## config.mk

```make
export PLATFORM = sky130hd
export DESIGN_NAME = tailpar_decoder
export DESIGN_NICKNAME = d
export VERILOG_FILES = /design/src/rtl/tailpar_pkg.sv /design/src/rtl/tailpar_datapath.sv /design/src/rtl/tailpar_control.sv /design/src/rtl/tailpar_decoder.sv
export SDC_FILE = /design/constraint.sdc
export NUM_CORES = 1
export LEC_CHECK = 0
export BUFFER_PORTS_ARGS = -buffer_cell sky130_fd_sc_hd__buf_2
export CELL_PAD_IN_SITES_DETAIL_PLACEMENT = 2
export CELL_PAD_IN_SITES_GLOBAL_PLACEMENT = 2
export CORE_ASPECT_RATIO = 1.5
export CORE_UTILIZATION = 29
export DETAILED_ROUTE_END_ITERATION = 8
export PLACE_DENSITY_LB_ADDON = 0.25
export REMOVE_ABC_BUFFERS = 1
export SLEW_MARGIN = 20
export SYNTH_ARGS = -nofsm -noshare
export SYNTH_HDL_FRONTEND = slang
export SYNTH_HIERARCHICAL = 1
export SYNTH_SLANG_ARGS = --single-unit
```

## constraint.sdc

```tcl
create_clock -name clk -period 3.1 [get_ports clk]
set_clock_uncertainty 0.2 [all_clocks]
set_input_delay 0.31 -clock clk [delete_from_list [all_inputs] [get_ports clk]]
set_output_delay 0.31 -clock clk [all_outputs]
set_load 0.03 [all_outputs]
```

## src/rtl/tailpar_pkg.sv

```systemverilog
package tailpar_pkg;

  // Strobes from the control to the datapath.
  typedef struct packed {
    logic capture;   // load the output registers this cycle
    logic flipData;  // invert the payload bit named by the low syndrome
  } tp_strobe_t;

  // Number of position-covering checks for an n-bit payload.
  function automatic int checkCount(input int n);
    int k;
    k = 0;
    while ((1 << k) < (n + 1)) k++;
    return k;
  endfunction

endpackage

```

## src/rtl/tailpar_datapath.sv

```systemverilog
module tailpar_datapath
  import tailpar_pkg::*;
#(
  parameter int N = 7,
  parameter int K = 3,
  parameter int W = N + K + 1
) (
  input  logic         clk,
  input  logic         rst,
  input  logic [W-1:0] codeIn,
  input  tp_strobe_t   strobe,
  output logic [K:0]   synd,
  output logic [N-1:0] dataOut,
  output logic [K-1:0] errPos
);

  logic [N-1:0] payload;
  logic [K:0]   checkField;
  logic [N-1:0] flipVec;

  assign payload    = codeIn[N-1:0];
  assign checkField = codeIn[W-1:N];

  // Payload positions whose binary index has bit k set.
  function automatic logic [N-1:0] coverMask(input int k);
    logic [N-1:0] m;
    for (int p = 1; p <= N; p++) m[p-1] = ((p >> k) & 1) == 1;
    return m;
  endfunction

  // Position-covering checks, each including its own received check bit.
  for (genvar k = 0; k < K; k++) begin : g_check
    localparam logic [N-1:0] MASK = coverMask(k);
    assign synd[k] = ^(payload & MASK) ^ checkField[k];
  end

  // Top check spans the check field only.
  assign synd[K] = ^checkField;

  // One-hot position decode of the low syndrome.
  for (genvar p = 1; p <= N; p++) begin : g_flip
    assign flipVec[p-1] = strobe.flipData && (synd[K-1:0] == K'(p));
  end

  always_ff @(posedge clk) begin
    if (rst) begin
      dataOut <= '0;
      errPos  <= '0;
    end else if (strobe.capture) begin
      dataOut <= payload ^ flipVec;
      errPos  <= strobe.flipData ? synd[K-1:0] : '0;
    end
  end

endmodule

```

## src/rtl/tailpar_control.sv

```systemverilog
module tailpar_control
  import tailpar_pkg::*;
#(
  parameter int N = 7,
  parameter int K = 3
) (
  input  logic       clk,
  input  logic       rst,
  input  logic       inValid,
  input  logic [K:0] synd,
  output tp_strobe_t strobe,
  output logic       outValid,
  output logic       errDetected,
  output logic       redundancyErr,
  output logic       uncorrectable
);

  localparam logic [K-1:0] LAST_POS = K'(N);

  logic lowNonZero;
  logic topFail;
  logic beyondLast;
  logic anyFail;

  assign lowNonZero = |synd[K-1:0];
  assign topFail    = synd[K];
  assign beyondLast = !topFail && (synd[K-1:0] > LAST_POS);
  assign anyFail    = lowNonZero || topFail;

  always_comb begin
    strobe          = '0;
    strobe.capture  = inValid;
    strobe.flipData = !topFail && lowNonZero && !beyondLast;
  end

  always_ff @(posedge clk) begin
    if (rst) begin
      outValid      <= 1'b0;
      errDetected   <= 1'b0;
      redundancyErr <= 1'b0;
      uncorrectable <= 1'b0;
    end else begin
      outValid <= inValid;
      if (inValid) begin
        errDetected   <= anyFail;
        redundancyErr <= topFail;
        uncorrectable <= beyondLast;
      end
    end
  end

endmodule

```

## src/rtl/tailpar_decoder.sv

```systemverilog
module tailpar_decoder
  import tailpar_pkg::*;
#(
  parameter  int N = 7,
  localparam int K = checkCount(N),
  localparam int W = N + K + 1
) (
  input  logic         clk,
  input  logic         rst,
  input  logic         inValid,
  input  logic [W-1:0] codeIn,
  output logic         outValid,
  output logic [N-1:0] dataOut,
  output logic         errDetected,
  output logic [K-1:0] errPos,
  output logic         redundancyErr,
  output logic         uncorrectable
);

  tp_strobe_t strobe;
  logic [K:0] synd;

  tailpar_datapath #(.N(N), .K(K), .W(W)) u_datapath (
    .clk     (clk),
    .rst     (rst),
    .codeIn  (codeIn),
    .strobe  (strobe),
    .synd    (synd),
    .dataOut (dataOut),
    .errPos  (errPos)
  );

  tailpar_control #(.N(N), .K(K)) u_control (
    .clk           (clk),
    .rst           (rst),
    .inValid       (inValid),
    .synd          (synd),
    .strobe        (strobe),
    .outValid      (outValid),
    .errDetected   (errDetected),
    .redundancyErr (redundancyErr),
    .uncorrectable (uncorrectable)
  );

endmodule

```

==> results of run 1 <==
[per-stage QoR]
stage	utilization (%)	area, um2	setup slack (ps)	hold slack (ps)	instances
3_3_place_gp	36.7	1070	324	257	157
4_1_cts	38.6	1120	373	151	161
5_1_grt	38.6	1120	195	173	161
6_report	38.6	1120	349	154	161
2_1_floorplan	-	863	506	179	88
3_5_place_dp	36.7	1070	154	264	157
[kinds of logic (layout without fill, tap and decap cells)]
group | after synthesis | in the layout | share of synthesized area (%)
DFF | 14 | 14 | 31.8
and+or+nand+nor | 24 | 24 | 13.8
muxes | 2 | 2 | 2.41
xor gates and xnor gates | 12 | 12 | 22.7
AOI/OAI and AO/OA | 25 | 25 | 22.6
buffers and inverters | 15 | 45 | 6.81
[state kept, by name (all words and copies together) (netlist names)]
signal                   cells
u_datapath/errPos            3
u_control/uncorrectable      1
u_datapath/dataOut           7
u_control/redundancyErr      1
u_control/errDetected        1
u_control/outValid           1
[power by group through the flow]
stage	clock network (uW)	logic [uW]	registers, uW
floorplan	0	129	239
global placement	0	243	206
detailed placement	0	250	207
CTS	189	254	203
global route	198	275	205
finish	182	253	203
[area by class of cell]
type                            count  area (um2)  area share (%)
Clock buffer                        4        55.1            4.89
Inverter                           11        41.3            3.67
Multi-Input combinational cell     63         542            48.2
Sequential cell                    14         280            24.9
Tap cell                           39        48.8            4.34
Timing Repair Buffer               30         158            14.0
[final timing paths]
check	startpoint	to	slack, ps
max	codeIn[4]	u_datapath/dataOut[2]	350
min	codeIn[0]	u_datapath/dataOut[0]	150
max reg2reg	u_datapath/dataOut[3]	u_datapath/dataOut[3]	1990
min reg2reg	u_datapath/errPos[1]	u_datapath/errPos[1]	270
[cell usage in the layout, fill, tap and decap left out]
cell	n
nor2_1	10
xor2_2	2
nand2b_1	3
o2111ai_1	6
xor2_1	1
mux2i_1	1
nand3_1	3
buf_2	27
xnor2_1	4
nand4_1	1
o31ai_1	1
a21oi_1	5
mux2_2	1
nor3_1	3
xor2_4	2
inv_2	3
dfxtp_1	14
nor3b_1	1
o41ai_1	6
clkbuf_8	4
xor3_1	1
nor2b_1	1
inv_1	8
and3_2	2
a311oi_1	7
buf_4	3
xnor3_1	2
[layer usage]
layer | part of all wire [%] | wire [um]
met5 | 0 | 0
met4 | 3.5 | 91
met3 | 2.9 | 77
met2 | 53 | 1410
met1 | 40 | 1060
[critical path, cell delays in order]
cell       delay [ps]
buf_2             110
xor3_1            450
xor2_2            350
inv_2             170
nor3_1            370
nor2_1            110
buf_4             170
and3_2            200
o2111ai_1         270
a311oi_1          130
==> qor.yml, run 1 <==
numCtsBuffers: 3
rows: 24
pwr-share-comb_pct: 39.6
gp_congestion: 0.822
drt-pass1-iter-count: 2
slew_headroom_pct: 69.9
p_int_uw: 394
hold_class: "in2reg"
worstSetupPathType: "in2reg"
grt_setup_unrepaired: "no"
fillCellCount: 351
synth_area_leaders: "dfxtp_1 (32%), a311oi_1 (7.0%), xor2_4 (6.2%), o2111ai_1 (6.0%), o41ai_1 (6.0%)"
clkPwrFrac_pct: 28.6
total_power_uw: 638
htree_num_levels: 1
min_period_ps: 2750
swShare_pct: 38.2
routedWlPerCell_um: 16.4
ys_types: 27
die_y_um: 69.5
insertedDiodeCount: 0
async_flop_share_pct: 0
p_leak_uw: 0.000497
cts_tree: "yes"
antenna_found_initial: 0
seq_power_share_pct: 31.8
clk_pin_slew_ps: 60
synth_top_cell_by_area: "dfxtp_1"
drtAntennaViolNets: 0
postCtsResizedCells: 0
cts_setup_buffers: 0
syn_avg_cell_area_um2: 9.59
grt_util_met1_pct: 24.5
routed_wl_mm: 2.64
fin_setup_tns_ps: 0
synth_commonest_cells: "dfxtp_1 (14), nor2_1 (10), inv_1 (8)"
met3_usage_pct: 1.82
grt_pass1_wl_mm: 4.57
yosysMostFrequentCell: "dfxtp_1"
tightest_slew_ps: 451
drive_above_1_share_pct: 36.1
port_buffers: 27
switching_power_uw: 244
track_usage_pct: 19.6
grt-busiest-layer: "met2"
clockBufferDepth: 2
finalHoldViolations: 0
synth_edf_count: 0
area_growth_syn_to_layout_pct: 27.5
min_path_cells: 3
nets: 137
netlist_instances: 92
yosysTopAreaCellShare_pct: 31.8
num_io_pins: 28
crit_path_end_kind: "register"
core-area_mm2: 0.00291
finalCritPeriodShare_pct: 88.7
via_per_inst: 5.22
clock_latency_ps: 250
fmax_mhz: 364
ir_drop_v: 0.000218
cellPowerDensity_mw_per_mm2: 568
dp_hpwl_mm: 2.02
cts.sinks: 14
fp.dieArea_mm2: 0.00327
syn-cell-area_um2: 882
yosysSeqAreaShare_pct: 31.8
reg2reg_depth: 4
critPathRequiredTime_ps: 3010
vias: 841
first_global_vias: 922
yosysWarnings: 6
cp_max_fo: 9
synth_flop_cell: "dfxtp_1"
grtUsageMet2_pct: 31.0
start_util_pct: 30.3
die-width_um: 47.0
drv_slew: 0
finalSetupViolations: 0
clockRootBuffer: "clkbuf_8"
drtIter0Drc: 29
arrival_ps: 2660
drv_cap: 0
synth_seq_cells: 14
crit_path_start_kind: "primary input"
grt_max_degree: 27
overflow: 0
drc_errors: 0
ctsHoldBuffers: 0
status: "finished clean"
(Power assumes the default switching activity.)
==> inputs of run 2 (changes only) <==
CORE_MARGIN = 10   (was not set)
PLACE_DENSITY = 0.75   (was not set)
PLACE_DENSITY_LB_ADDON = not set   (was 0.25)
==> run 2 against run 1 <==
  * Non-clock buffer count stayed put
  * Via count is 2.1% lower
  * Setup slack better by 160 ps
  * Flip-flop and latch count stayed put
  * Critical path type unchanged
  * Largest cell class unchanged
  * Highest routed layer unchanged
==> qor.yml, run 2 (synthesis gave the netlist of run 1 again) <==
layout_common_cells: "buf_2 (27), dfxtp_1 (14), nor2_1 (10), inv_1 (8), a311oi_1 (7)"
post-route-util_pct: 38.6
cellPowerDensity_mw_per_mm2: 559
gp_congestion: 0.849
first_global_vias: 960
cts.sinks: 14
multi_input_area_um2: 542
ctsHoldBuffers: 0
fillCellCount: 354
nets: 137
drt-pass1-iter-count: 3
htree_num_levels: 1
drive_above_1_share_pct: 36.1
vias: 823
p_leak_uw: 0.000497
max_stage_delay_ps: 440
drtIter0Drc: 15
finalCritPeriodShare_pct: 83.7
via_per_inst: 5.11
cp_max_fo: 9
slew_headroom_pct: 71.5
core-area_mm2: 0.00291
tightest_slew_ps: 427
routedWlPerCell_um: 17.2
clockBufferDepth: 2
area_growth_syn_to_layout_pct: 27.5
fp.dieArea_mm2: 0.00569
cts_setup_buffers: 0
routed_wl_mm: 2.77
finalHoldViolations: 0
crit_path_end_kind: "register"
drtAntennaViolNets: 0
clock_latency_ps: 240
port_buffers: 27
drv_slew: 0
critPathRequiredTime_ps: 3000
grt_pass1_wl_mm: 4.66
reg2reg_depth: 3
final_common_cell: "buf_2"
die_y_um: 87.5
min_path_cells: 3
drv_cap: 0
finalSetupViolations: 0
cp_cell_sequence: "buf_2, xor3_1, xor2_2, inv_2, nor3_1, nor2_1, buf_4, and3_2, o2111ai_1, a311oi_1"
largest_reg_flops: 7
ir_drop_v: 0.000263
dp_hpwl_mm: 2.28
r2r_slack_ps: 2010
numCtsBuffers: 3
postCtsResizedCells: 0
antenna_found_initial: 0
status: "finished clean"
clk_pin_slew_ps: 60
grt_setup_unrepaired: "no"
min_period_ps: 2600
overflow: 0
fmax_mhz: 385
start_util_pct: 30.3
grt_max_degree: 27
arrival_ps: 2500
cts_tree: "yes"
num_io_pins: 28
stdcell_area_mm2: 0.00112
cp_slowest_cell: "xor3_1"
regMostFlops: "u_datapath/dataOut"
die-width_um: 65.0
track_usage_pct: 10.2
drc_errors: 0
crit_path_start_kind: "primary input"
whs_ps: 183
worstSetupPathType: "in2reg"
post_dp_cell_area_mm2: 0.00107
reg_top3: "u_datapath/dataOut x7, u_datapath/errPos x3"
rows: 24
insertedDiodeCount: 0
clockRootBuffer: "clkbuf_8"
hold_class: "in2reg"
fin_setup_tns_ps: 0
regArea_um2: 280
run 2: cell counts in the layout (fill, tap and decap cells not counted):
No cell type changed its count.
run 2: routing by layer:
metal / wire length, um / track usage [%]
met5: 0 / 0
met4: 57 / 6.64
met3: 112 / 1.53
met2: 1510 / 18.3
met1: 1090 / 10.7
run 2: layout make-up:
cell class,instances,area share (%)
Clock buffer,4,4.89
Multi-Input combinational cell,63,48.2
Inverter,11,3.67
Sequential cell,14,24.9
Timing Repair Buffer,30,14.0
Tap cell,39,4.34
run 2: path summary, 6_finish.rpt:
kind	start	end
setup / recovery	codeIn[4]	u_datapath/dataOut[4]
hold / removal	codeIn[4]	u_datapath/dataOut[4]
setup reg to reg	u_datapath/dataOut[3]	u_datapath/dataOut[3]
hold reg to reg	u_datapath/errPos[2]	u_datapath/errPos[2]
run 2: report_power, final:
part | switching (uW) | internal [uW] | leakage, uW
combinational | 165 | 85.6 | 0.000352
sequential | 7.42 | 196 | 0.000116
clock | 62.4 | 112 | 0.0000288
run 2: critical path, delay by kind of cell:
| family | cells | cell delay [ps] |
|---|---|---|
| compound gates | 2 | 370 |
| xor+xnor | 2 | 800 |
| buf+inv | 3 | 460 |
| simple gates | 3 | 550 |
run 2: metrics by stage:
stage / power, uW / setup WS [ps] / cells
after floorplan: 367 / 506 / 88
after global placement: 449 / 352 / 157
after detailed placement: 459 / 232 / 157
after CTS: 639 / 495 / 161
after global routing: 670 / 262 / 161
final: 629 / 505 / 161
==> inputs of run 3 (changes only) <==
clock period = 2.4 ns   (was 3.1 ns; I/O delays follow)
==> run 3 against run 2 <==
  * Wire length grew 14%
  * Setup slack lost 360 ps
  * Sequential power grew 30%
  * Register-to-register slack lost 710 ps
  * Cell count grew 6.2%
  * Utilization grew 3.1 points
  * First-iteration DRC count shrank 33%
  * Combinational power grew 61%
  * Final area grew 8.0%
  * Critical endpoint is now u_datapath/dataOut[2]
  * Largest cell class unchanged
  * Largest power group unchanged
  * Highest routed layer unchanged
==> qor.yml, run 3 (synthesis gave the netlist of run 1 again) <==
status: "finished clean"
numCtsBuffers: 3
route.met2.wl_mm: 1.79
nets: 148
regMostFlops: "u_datapath/dataOut"
grt_max_degree: 15
hold_class: "in2reg"
crit_start: "codeIn[4]"
slew_headroom_pct: 71.7
timing.rr.start: "u_datapath/dataOut[3]"
stdcell_area_mm2: 0.00121
insertedDiodeCount: 0
gp_congestion: 0.908
port_buffers: 27
tightest_slew_ps: 422
finalSetupViolations: 0
largest_reg_flops: 7
finalHoldViolations: 0
layout_common_cells: "buf_2 (27), buf_4 (14), dfxtp_1 (14), nor2_1 (10), inv_1 (8)"
track_usage_pct: 11.2
vias: 894
post-route-util_pct: 41.7
drtIter0Drc: 10
final_common_cell: "buf_2"
cp_slowest_cell: "xor3_1"
arrival_ps: 2160
post-place-ws_ps: -166
reg2reg_depth: 3
die_y_um: 87.5
clock_latency_ps: 240
start_util_pct: 30.3
rr_endpoint: "u_datapath/dataOut[3]"
clockBufferDepth: 2
routed_wl_mm: 3.17
wl_met3_um: 81
overflow: 0
post_dp_cell_area_mm2: 0.00115
clk_pin_slew_ps: 50
wl_met1_mm: 1.24
area_growth_syn_to_layout_pct: 37.7
max_stage_delay_ps: 480
antenna_found_initial: 0
critPathRequiredTime_ps: 2300
fmax_mhz: 443
routedWlPerCell_um: 18.5
reg_top3: "u_datapath/dataOut x7, u_datapath/errPos x3"
grt_pass1_wl_mm: 5.04
p_leak_uw: 0.000548
clockRootBuffer: "clkbuf_8"
crit_path_end: "u_datapath/dataOut[2]"
htree_num_levels: 1
drc_errors: 0
r2r_slack_ps: 1300
worstSetupPathType: "in2reg"
cellPowerDensity_mw_per_mm2: 700
drt-pass1-iter-count: 4
cts.sinks: 14
setup_ws_ps: 142
rows: 24
dr.max_layer_used: "met4"
min_period_ps: 2260
ctsHoldBuffers: 0
whs_ps: 122
fp.dieArea_mm2: 0.00569
drv_slew: 0
crit_path_start_kind: "primary input"
cp_cell_sequence: "buf_2, xor3_1, xor2_2, inv_2, nor3_2, nor2_1, inv_1, buf_4, o41ai_1, a311oi_1"
drive_above_1_share_pct: 43.2
ir_drop_v: 0.000316
finalCritPeriodShare_pct: 94.1
core-area_mm2: 0.00291
cp_max_fo: 5
first_global_vias: 1008
dp_hpwl_mm: 2.39
num_io_pins: 28
via_per_inst: 5.23
drtAntennaViolNets: 0
crit_path_end_kind: "register"
drv_cap: 0
cts_tree: "yes"
die-width_um: 65.0
-- run 3: changes by cell type in the layout (fill, tap and decap cells not counted), sizes merged --
cell / delta
buf: +11
clkbuf: -1
-- run 3: what timing repair did --
action / CTS / global route
cloned: 0 / 0
resized for setup: 1 / 3
setup endpoints to repair: 1 / 7
buffers inserted: 0 / 0
-- run 3: how the worst min path moves through the flow --
stage,start,to,cells past startpoint
after detailed placement,u_datapath/errPos[0],u_datapath/errPos[0],2
after global routing,codeIn[1],u_datapath/dataOut[1],3
after floorplan,rst,u_datapath/dataOut[3],1
final,codeIn[1],u_datapath/dataOut[1],3
after global placement,u_control/uncorrectable,u_control/uncorrectable,1
after CTS,codeIn[1],u_datapath/dataOut[1],3
-- run 3: area by class of cell --
type,instances,area (um2)
Fill cell,354,1700
Timing Repair Buffer,41,240
Multi-Input combinational cell,63,563
Sequential cell,14,280
Clock buffer,3,41.3
Tap cell,39,48.8
Inverter,11,41.3
-- run 3: per-stage QoR --
| stage | total power, uW | setup TNS, ps | instances |
|---|---|---|---|
| 2_1_floorplan | 474 | -494 | 88 |
| 6_report | 851 | 0 | 171 |
| 3_5_place_dp | 649 | -908 | 168 |
| 5_1_grt | 905 | -12.1 | 171 |
| 4_1_cts | 846 | 0 | 171 |
| 3_3_place_gp | 637 | -218 | 168 |
-- run 3: critical path, delay by kind of cell --
kind | cells | cell delay [ps]
simple gates | 2 | 180
buf+inv | 4 | 540
xor+xnor | 2 | 660
compound gates | 2 | 550
-- run 3: metal layers --
metal,vias up,GRT usage (%)
met2,18,21.0
li1,420,-
met3,4,1.53
met4,0,6.05
met1,452,11.5
met5,-,0
-- run 3: report_power, final --
group | leakage [uW] | switching, uW | internal (uW) | total (uW)
Sequential | 0.000116 | 9.82 | 253 | 263
Combinational | 0.000411 | 245 | 158 | 403
Clock | 0.0000216 | 74.5 | 111 | 185
